$ cat src/rtl/esc_pkg.sv
package esc_pkg;
  localparam int CMD_W = 8;

  // line state packed as {dp, dn}
  localparam logic [1:0] LN_11 = 2'b11;
  localparam logic [1:0] LN_10 = 2'b10;
  localparam logic [1:0] LN_01 = 2'b01;
  localparam logic [1:0] LN_00 = 2'b00;

  localparam logic [CMD_W-1:0] CODE_ULPS = 8'h1E;

  typedef enum logic [3:0] {
    S_WAIT11, S_STOP, S_E1, S_E2, S_E3, S_CMD, S_TRAIL, S_ULPS, S_UEXIT
  } esc_state_e;

  typedef enum logic [1:0] {K_UNSUP, K_ULPS, K_TRIG} cmd_kind_e;

  function automatic cmd_kind_e classify(input logic [CMD_W-1:0] c);
    case (c)
      CODE_ULPS:                      return K_ULPS;
      8'h62, 8'h5D, 8'h21, 8'hA0:     return K_TRIG;
      default:                        return K_UNSUP;
    endcase
  endfunction

  // one-hot mark: dp high carries a 1
  function automatic logic mark_bit(input logic [1:0] ln);
    return ln[1];
  endfunction

  function automatic logic is_mark(input logic [1:0] ln);
    return (ln == LN_10) || (ln == LN_01);
  endfunction
endpackage

$ cat src/rtl/esc_line_sync.sv
module esc_line_sync #(
  parameter int STAGES = 2,
  parameter int WIDTH  = 2
) (
  input  logic             clk,
  input  logic             rst_n,
  input  logic [WIDTH-1:0] d,
  output logic [WIDTH-1:0] q
);
  logic [WIDTH-1:0] stage_q [STAGES];

  always_ff @(posedge clk or negedge rst_n) begin
    if (!rst_n) begin
      for (int i = 0; i < STAGES; i++) stage_q[i] <= '0;
    end else begin
      stage_q[0] <= d;
      for (int i = 1; i < STAGES; i++) stage_q[i] <= stage_q[i-1];
    end
  end

  assign q = stage_q[STAGES-1];
endmodule

$ cat src/rtl/esc_bit_slicer.sv
module esc_bit_slicer
  import esc_pkg::*;
(
  input  logic       clk,
  input  logic       rst_n,
  input  logic [1:0] ls,
  output logic       line_changed,
  output logic       bit_strobe,
  output logic       bit_val,
  output logic       bad_hop
);
  logic [1:0] ls_prev;

  always_ff @(posedge clk or negedge rst_n) begin
    if (!rst_n) ls_prev <= LN_00;
    else        ls_prev <= ls;
  end

  // XOR of the lines rises when leaving the 00 spacer
  assign line_changed = (ls != ls_prev);
  assign bit_strobe   = (ls_prev == LN_00) && is_mark(ls);
  assign bit_val      = mark_bit(ls);
  assign bad_hop      = line_changed && is_mark(ls_prev) && is_mark(ls);
endmodule

$ cat src/rtl/esc_seq_fsm.sv
module esc_seq_fsm
  import esc_pkg::*;
(
  input  logic             clk,
  input  logic             rst_n,
  input  logic [1:0]       ls,
  input  logic             line_changed,
  input  logic             bit_strobe,
  input  logic             bit_val,
  input  logic             bad_hop,
  output logic             cmd_valid,
  output logic [CMD_W-1:0] cmd_code,
  output logic             cmd_unsupported,
  output logic             seq_error,
  output logic             ulps_active
);
  localparam int CW = $clog2(CMD_W + 1);
  localparam logic [CW-1:0] LAST = CW'(CMD_W - 1);

  esc_state_e       state;
  logic [CW-1:0]    bit_cnt;
  logic [CMD_W-1:0] shreg;
  logic [CMD_W-1:0] sh_next;
  cmd_kind_e        kind_next;

  assign sh_next   = {shreg[CMD_W-2:0], bit_val};
  assign kind_next = classify(sh_next);

  always_ff @(posedge clk or negedge rst_n) begin
    if (!rst_n) begin
      state           <= S_WAIT11;
      bit_cnt         <= '0;
      shreg           <= '0;
      cmd_code        <= '0;
      cmd_valid       <= 1'b0;
      cmd_unsupported <= 1'b0;
      seq_error       <= 1'b0;
    end else begin
      cmd_valid       <= 1'b0;
      cmd_unsupported <= 1'b0;
      seq_error       <= 1'b0;
      case (state)
        S_WAIT11: if (ls == LN_11) state <= S_STOP;
        S_STOP: if (line_changed) state <= (ls == LN_10) ? S_E1 : S_WAIT11;
        S_E1: if (line_changed) begin
          if (ls == LN_00)      state <= S_E2;
          else if (ls == LN_11) state <= S_STOP;
          else                  state <= S_WAIT11;
        end
        S_E2: if (line_changed) begin
          if (ls == LN_01)      state <= S_E3;
          else if (ls == LN_11) state <= S_STOP;
          else                  state <= S_WAIT11;
        end
        S_E3: if (line_changed) begin
          if (ls == LN_00) begin
            state   <= S_CMD;
            bit_cnt <= '0;
            shreg   <= '0;
          end else if (ls == LN_11) state <= S_STOP;
          else                      state <= S_WAIT11;
        end
        S_CMD: begin
          if (line_changed && ls == LN_11) begin
            seq_error <= 1'b1;
            state     <= S_STOP;
          end else if (bad_hop) begin
            seq_error <= 1'b1;
            state     <= S_WAIT11;
          end else if (bit_strobe) begin
            shreg <= sh_next;
            if (bit_cnt == LAST) begin
              cmd_code        <= sh_next;
              cmd_valid       <= 1'b1;
              cmd_unsupported <= (kind_next == K_UNSUP);
              state           <= (kind_next == K_ULPS) ? S_ULPS : S_TRAIL;
            end else begin
              bit_cnt <= bit_cnt + 1'b1;
            end
          end
        end
        S_TRAIL: if (line_changed && ls == LN_11) state <= S_STOP;
        S_ULPS:  if (line_changed && ls == LN_10) state <= S_UEXIT;
        S_UEXIT: if (line_changed) state <= (ls == LN_11) ? S_STOP : S_ULPS;
        default: state <= S_WAIT11;
      endcase
    end
  end

  assign ulps_active = (state == S_ULPS) || (state == S_UEXIT);
endmodule

$ cat src/rtl/esc_cmd_decoder.sv
module esc_cmd_decoder
  import esc_pkg::*;
#(
  parameter int SYNC_STAGES = 2
) (
  input  logic             clk,
  input  logic             rst_n,
  input  logic             dp_in,
  input  logic             dn_in,
  output logic             cmd_valid,
  output logic [CMD_W-1:0] cmd_code,
  output logic             cmd_unsupported,
  output logic             ulps_active,
  output logic             seq_error
);
  logic [1:0] ls_sync;
  logic       line_changed;
  logic       bit_strobe;
  logic       bit_val;
  logic       bad_hop;

  esc_line_sync #(.STAGES(SYNC_STAGES), .WIDTH(2)) u_sync (
    .clk(clk), .rst_n(rst_n), .d({dp_in, dn_in}), .q(ls_sync)
  );

  esc_bit_slicer u_slicer (
    .clk(clk), .rst_n(rst_n), .ls(ls_sync),
    .line_changed(line_changed), .bit_strobe(bit_strobe),
    .bit_val(bit_val), .bad_hop(bad_hop)
  );

  esc_seq_fsm u_fsm (
    .clk(clk), .rst_n(rst_n), .ls(ls_sync),
    .line_changed(line_changed), .bit_strobe(bit_strobe),
    .bit_val(bit_val), .bad_hop(bad_hop),
    .cmd_valid(cmd_valid), .cmd_code(cmd_code),
    .cmd_unsupported(cmd_unsupported), .seq_error(seq_error),
    .ulps_active(ulps_active)
  );
endmodule

$ cat config.mk
export PLATFORM = sky130hd
export DESIGN_NAME = esc_cmd_decoder
export DESIGN_NICKNAME = d
export VERILOG_FILES = /design/src/rtl/esc_pkg.sv /design/src/rtl/esc_line_sync.sv /design/src/rtl/esc_bit_slicer.sv /design/src/rtl/esc_seq_fsm.sv /design/src/rtl/esc_cmd_decoder.sv
export SDC_FILE = /design/constraint.sdc
export NUM_CORES = 1
export LEC_CHECK = 0
export ABC_AREA = 1
export BUFFER_PORTS_ARGS = -buffer_cell sky130_fd_sc_hd__buf_2
export CORE_ASPECT_RATIO = 1.2
export CORE_MARGIN = 8
export CORE_UTILIZATION = 47
export CTS_CLUSTER_SIZE = 24
export DETAILED_ROUTE_END_ITERATION = 8
export GPL_TIMING_DRIVEN = 0
export HOLD_SLACK_MARGIN = 0.02
export PLACE_DENSITY = 0.68
export SKIP_LAST_GASP = 1
export SYNTH_ARGS = -nofsm -noshare
export SYNTH_HDL_FRONTEND = slang
export SYNTH_HIERARCHICAL = 1
export SYNTH_SLANG_ARGS = --single-unit
$ cat constraint.sdc
create_clock -name clk -period 1.69 [get_ports clk]
set_input_delay 0.169 -clock clk [delete_from_list [all_inputs] [get_ports clk]]
set_output_delay 0.169 -clock clk [all_outputs]
set_load 0.01 [all_outputs]
==> summary.md <==
| Metric | Value |
|---|---|
| P_int | around 1.4 mW |
| Detailed placement HPWL | around 2700 µm |
| Fin. max-slew vios | 0 |
| Core area | 3880 µm² |
| Area of the multi-input gates | slightly above 1000 µm² |
| FFs w/ async S/R, synth | 1.00 |
| Synth Area in Simple Gates | 0.323 |
| Ranking of synthesized cells by area | dfrtp_1 43%, nand2_1 15%, o21ai_2 6.1% |
| Vias in the first global route | approximately 1.5k |
| GRT overflow | 0 |
| TritonCTS Buffers | 5 |
| Crit path launch type | flop |
| TritonCTS clock tree | built |
| Maximum clock insertion buffer count | 2 |
| Die Y | 85.2 µm |
| Synth cell types | 29 |
| Synthesized area | 1880 µm² |
| Placed cells | slightly above 300 |
| CTS clk-pin slew, worst paths | 60 ps |
| Ports | 16 |
| Delay-heaviest family, CP | simple AND/OR/NAND/NOR gates |
| Share of the synthesized area in the top cell type | 0.426 |
| Slew headroom | 0.537 |
| EDFF count, synth | 0 |
| Setup Crit Path Kind | reg2reg |
| Synth Register Bits | 32 |
| Final Critical Period | 1710 ps |
| Top cell type by total area after synthesis | dfrtp_1 |
| Largest net degree at the start of global routing | 33 |
| CP peak stage delay | between 300 and 400 ps |
| Row count | 25 |
| Worst Max-Slew Pin Slew | 694 ps |
| M1 GR Usage | 0.161 |
| Unrepaired setup endpoints after global routing | yes |
| Post-route ant nets | 0 |
| Setup TNS | -38.8 ps |
| Post-synthesis sequential area ratio | 0.426 |
| Adder-Cell Fraction of Synth Area | 0.0466 |
| Slowest cell on crit path | dfrtp_1 |
| Global placer's final weighted congestion | 0.900 |
| Most frequent cell after synthesis | nand2_1 |
| Final Hold Viols | 0 |
| Wire per inst | 12.8 µm |
| # fillers | ~360 |
| Clock Skew | between 9 and 10 ps |
| Number of port buffers | 15 |
| GRT Resource Usage Total | 0.140 |
| Status | finished, violations left |
| Met2 Use GR | 0.229 |
| Sequential Area | 802 µm² |
| NetSw | 743 µW |
| Pwr Density | 869 nW/µm² |
| Cell count after synthesis | 237 |
| GRT busiest layer | met2 |
| Max cap viols | 0 |
| Setup ws final | -15.5 ps |
| Combinational power share | 0.338 |
| CP most frequent cell | nand2_2 |
| CP Buf/Inv Count | 4 |
| Synth Area in Compound Gates | 0.105 |
| Most used DFF post-synth | dfrtp_1 |
| Worst min path class | reg2reg |
| Synth warn | 6 |
| Place WS | -127 ps |
| Crit end category | flop |
| DRC | 0 |
| Router iterations before antenna repair | 4 |
| Syn Nets | 248 |
| Mapped Avg Cell Area | 7.92 µm² |
| XOR/XNOR Fraction of Synth Area | 0.00466 |
| CP Cell Sequence | buf_6 > nand2_2 > nand2_2 > nor2_2 > inv_2 > nand2_4 > inv_4 > o21ai_4 > nand4_4 > buf_8 > nand2_2 > o21ai_2 |
| Full die area | 6280 µm² |
| Clk pwr share | 0.254 |
| Final setup fails | 3 |
| First-pass GRT wire length | between 6000 and 7000 µm |
| Clock Latency Late Sink | 280 ps |
| Layout cells sized above 1 | 0.385 |
| Htree depth | 2 |
| Initial Util | 0.484 |
| Met3 global-route usage | 0.0283 |
| Worst Path Arrival | 1880 ps |
| Sequential power share | 0.408 |
| CP max FO | 6 |
| Finished Layout Cells | 329 |
| Peak supply drop | just over 500 µV |
| Die Width | 73.7 µm |
| FMAX | 0.586 GHz |
| Ratio of final minimum period to clock period | 1.01 |
| Antenna violations before repair | 0 |
| Final Hold Slack | 349 ps |
| Post-synthesis mux area share | 0 |
| Drt total wl | 4220 µm |
| Area Overhead vs Synth | 28.9% |
| Violated checks | setup timing |
| Sink Count | 32 |
| Leakage | roughly 1.2 nW |
| Synth cell count leaders | 76 x nand2_1, 32 x dfrtp_1, 28 x inv_1 |
| Largest family of logic cells by synthesized area | simple AND/OR/NAND/NOR gates |
| Required @ worst endpoint | roughly 1900 ps |
| Vias per cell | around 5 |
| Clock Tree Root | clkbuf_8 |
| Layout Nets | 286 |
| Sw frac | 0.353 |
| First DRT Iteration DRCs | 70 |
| Via count | approximately 1.6k |
| Total Power | between 2 and 2.5 mW |
| Diodes inserted | 0 |
repair_timing:
item	CTS	global route
endpoints found under the setup margin	17	25
hold endpoints to repair	34	0
hold buffers	3	0
pin swaps	4	16
gates resized for setup	7	49
buffers inserted	5	6
gates cloned	1	1
through the flow:
step           cell area [µm²]   util
6_report                  2420  0.624
4_1_cts                   2210  0.570
5_1_grt                   2420  0.624
2_1_floorplan             1880      -
3_3_place_gp              2020  0.521
3_5_place_dp              2020  0.521
cell families (layout without fill, tap and decap cells):
logic type,Yosys count,count (layout)
AOI/OAI and AO/OA,26,26
xor gates and xnor gates,1,1
adders and majority gates,7,7
buffers and inverters,38,76
DFF,32,32
and+or+nand+nor,133,133
layout make-up:
class | count | share of cell area
flip-flops and latches | 32 | 0.331
multi-input cells | 167 | 0.425
repair buffers | 31 | 0.102
plain buffers | 7 | 0.0315
well taps | 54 | 0.0279
clock inverters | 1 | 0.00207
clock buffers | 6 | 0.0300
inverters | 31 | 0.0501
power by group through the flow:
stage	sequential [mW]	combinational, mW	clock, mW
after floorplan	0.852	0.468	0
after global placement	0.865	0.571	0
after detailed placement	0.864	0.570	0
after CTS	0.851	0.633	0.559
after global routing	0.864	0.797	0.584
final	0.858	0.711	0.534
per-layer routing:
layer | vias to the layer above | wire length [µm]
met5 | - | 0
met4 | 0 | 136
met3 | 10 | 91
met2 | 22 | 2240
met1 | 762 | 1760
li1 | 827 | -
placed cells by master (no fill, tap or decap), drive strengths merged:
cell          n
xor2          1
dlygate4sd3   3
buf          34
inv          31
a211oi        1
nand3        16
ha            7
a21oi         3
nor3          2
nor2         20
nand2        82
or2           3
and3          1
clkinv        1
clkbuf        7
nor4          1
dfrtp        32
nand4         8
o21ai        22
final timing paths:
kind | endpoint | slack [ps] | depth (start not counted) | from
max reg2reg | u_fsm/shreg[1]$_DFFE_PN0P_ | -20 | 12 | u_sync/q[1]$_DFF_PN0_
min reg2reg | u_sync/q[1]$_DFF_PN0_ | 350 | 0 | u_sync/stage_q[3]$_DFF_PN0_
min | u_sync/q[1]$_DFF_PN0_ | 350 | 0 | u_sync/stage_q[3]$_DFF_PN0_
min in group asynchronous | u_fsm/shreg[6]$_DFFE_PN0P_ | 470 | 2 | rst_n
max in group asynchronous | u_fsm/state[0]$_DFFE_PN0P_ | 730 | 2 | rst_n
max | u_fsm/shreg[1]$_DFFE_PN0P_ | -20 | 12 | u_sync/q[1]$_DFF_PN0_
registers in the layout (all words and copies together) (netlist names):
signal and cells:
u_fsm/state 4, u_fsm/cmd_unsupported 1, u_fsm/seq_error 1, u_fsm/shreg 7, u_fsm/cmd_valid 1, u_fsm/cmd_code 8, u_sync/q 2, u_fsm/bit_cnt 4
u_sync/stage_q 2, u_slicer/ls_prev 2
(Power assumes the default switching activity.)
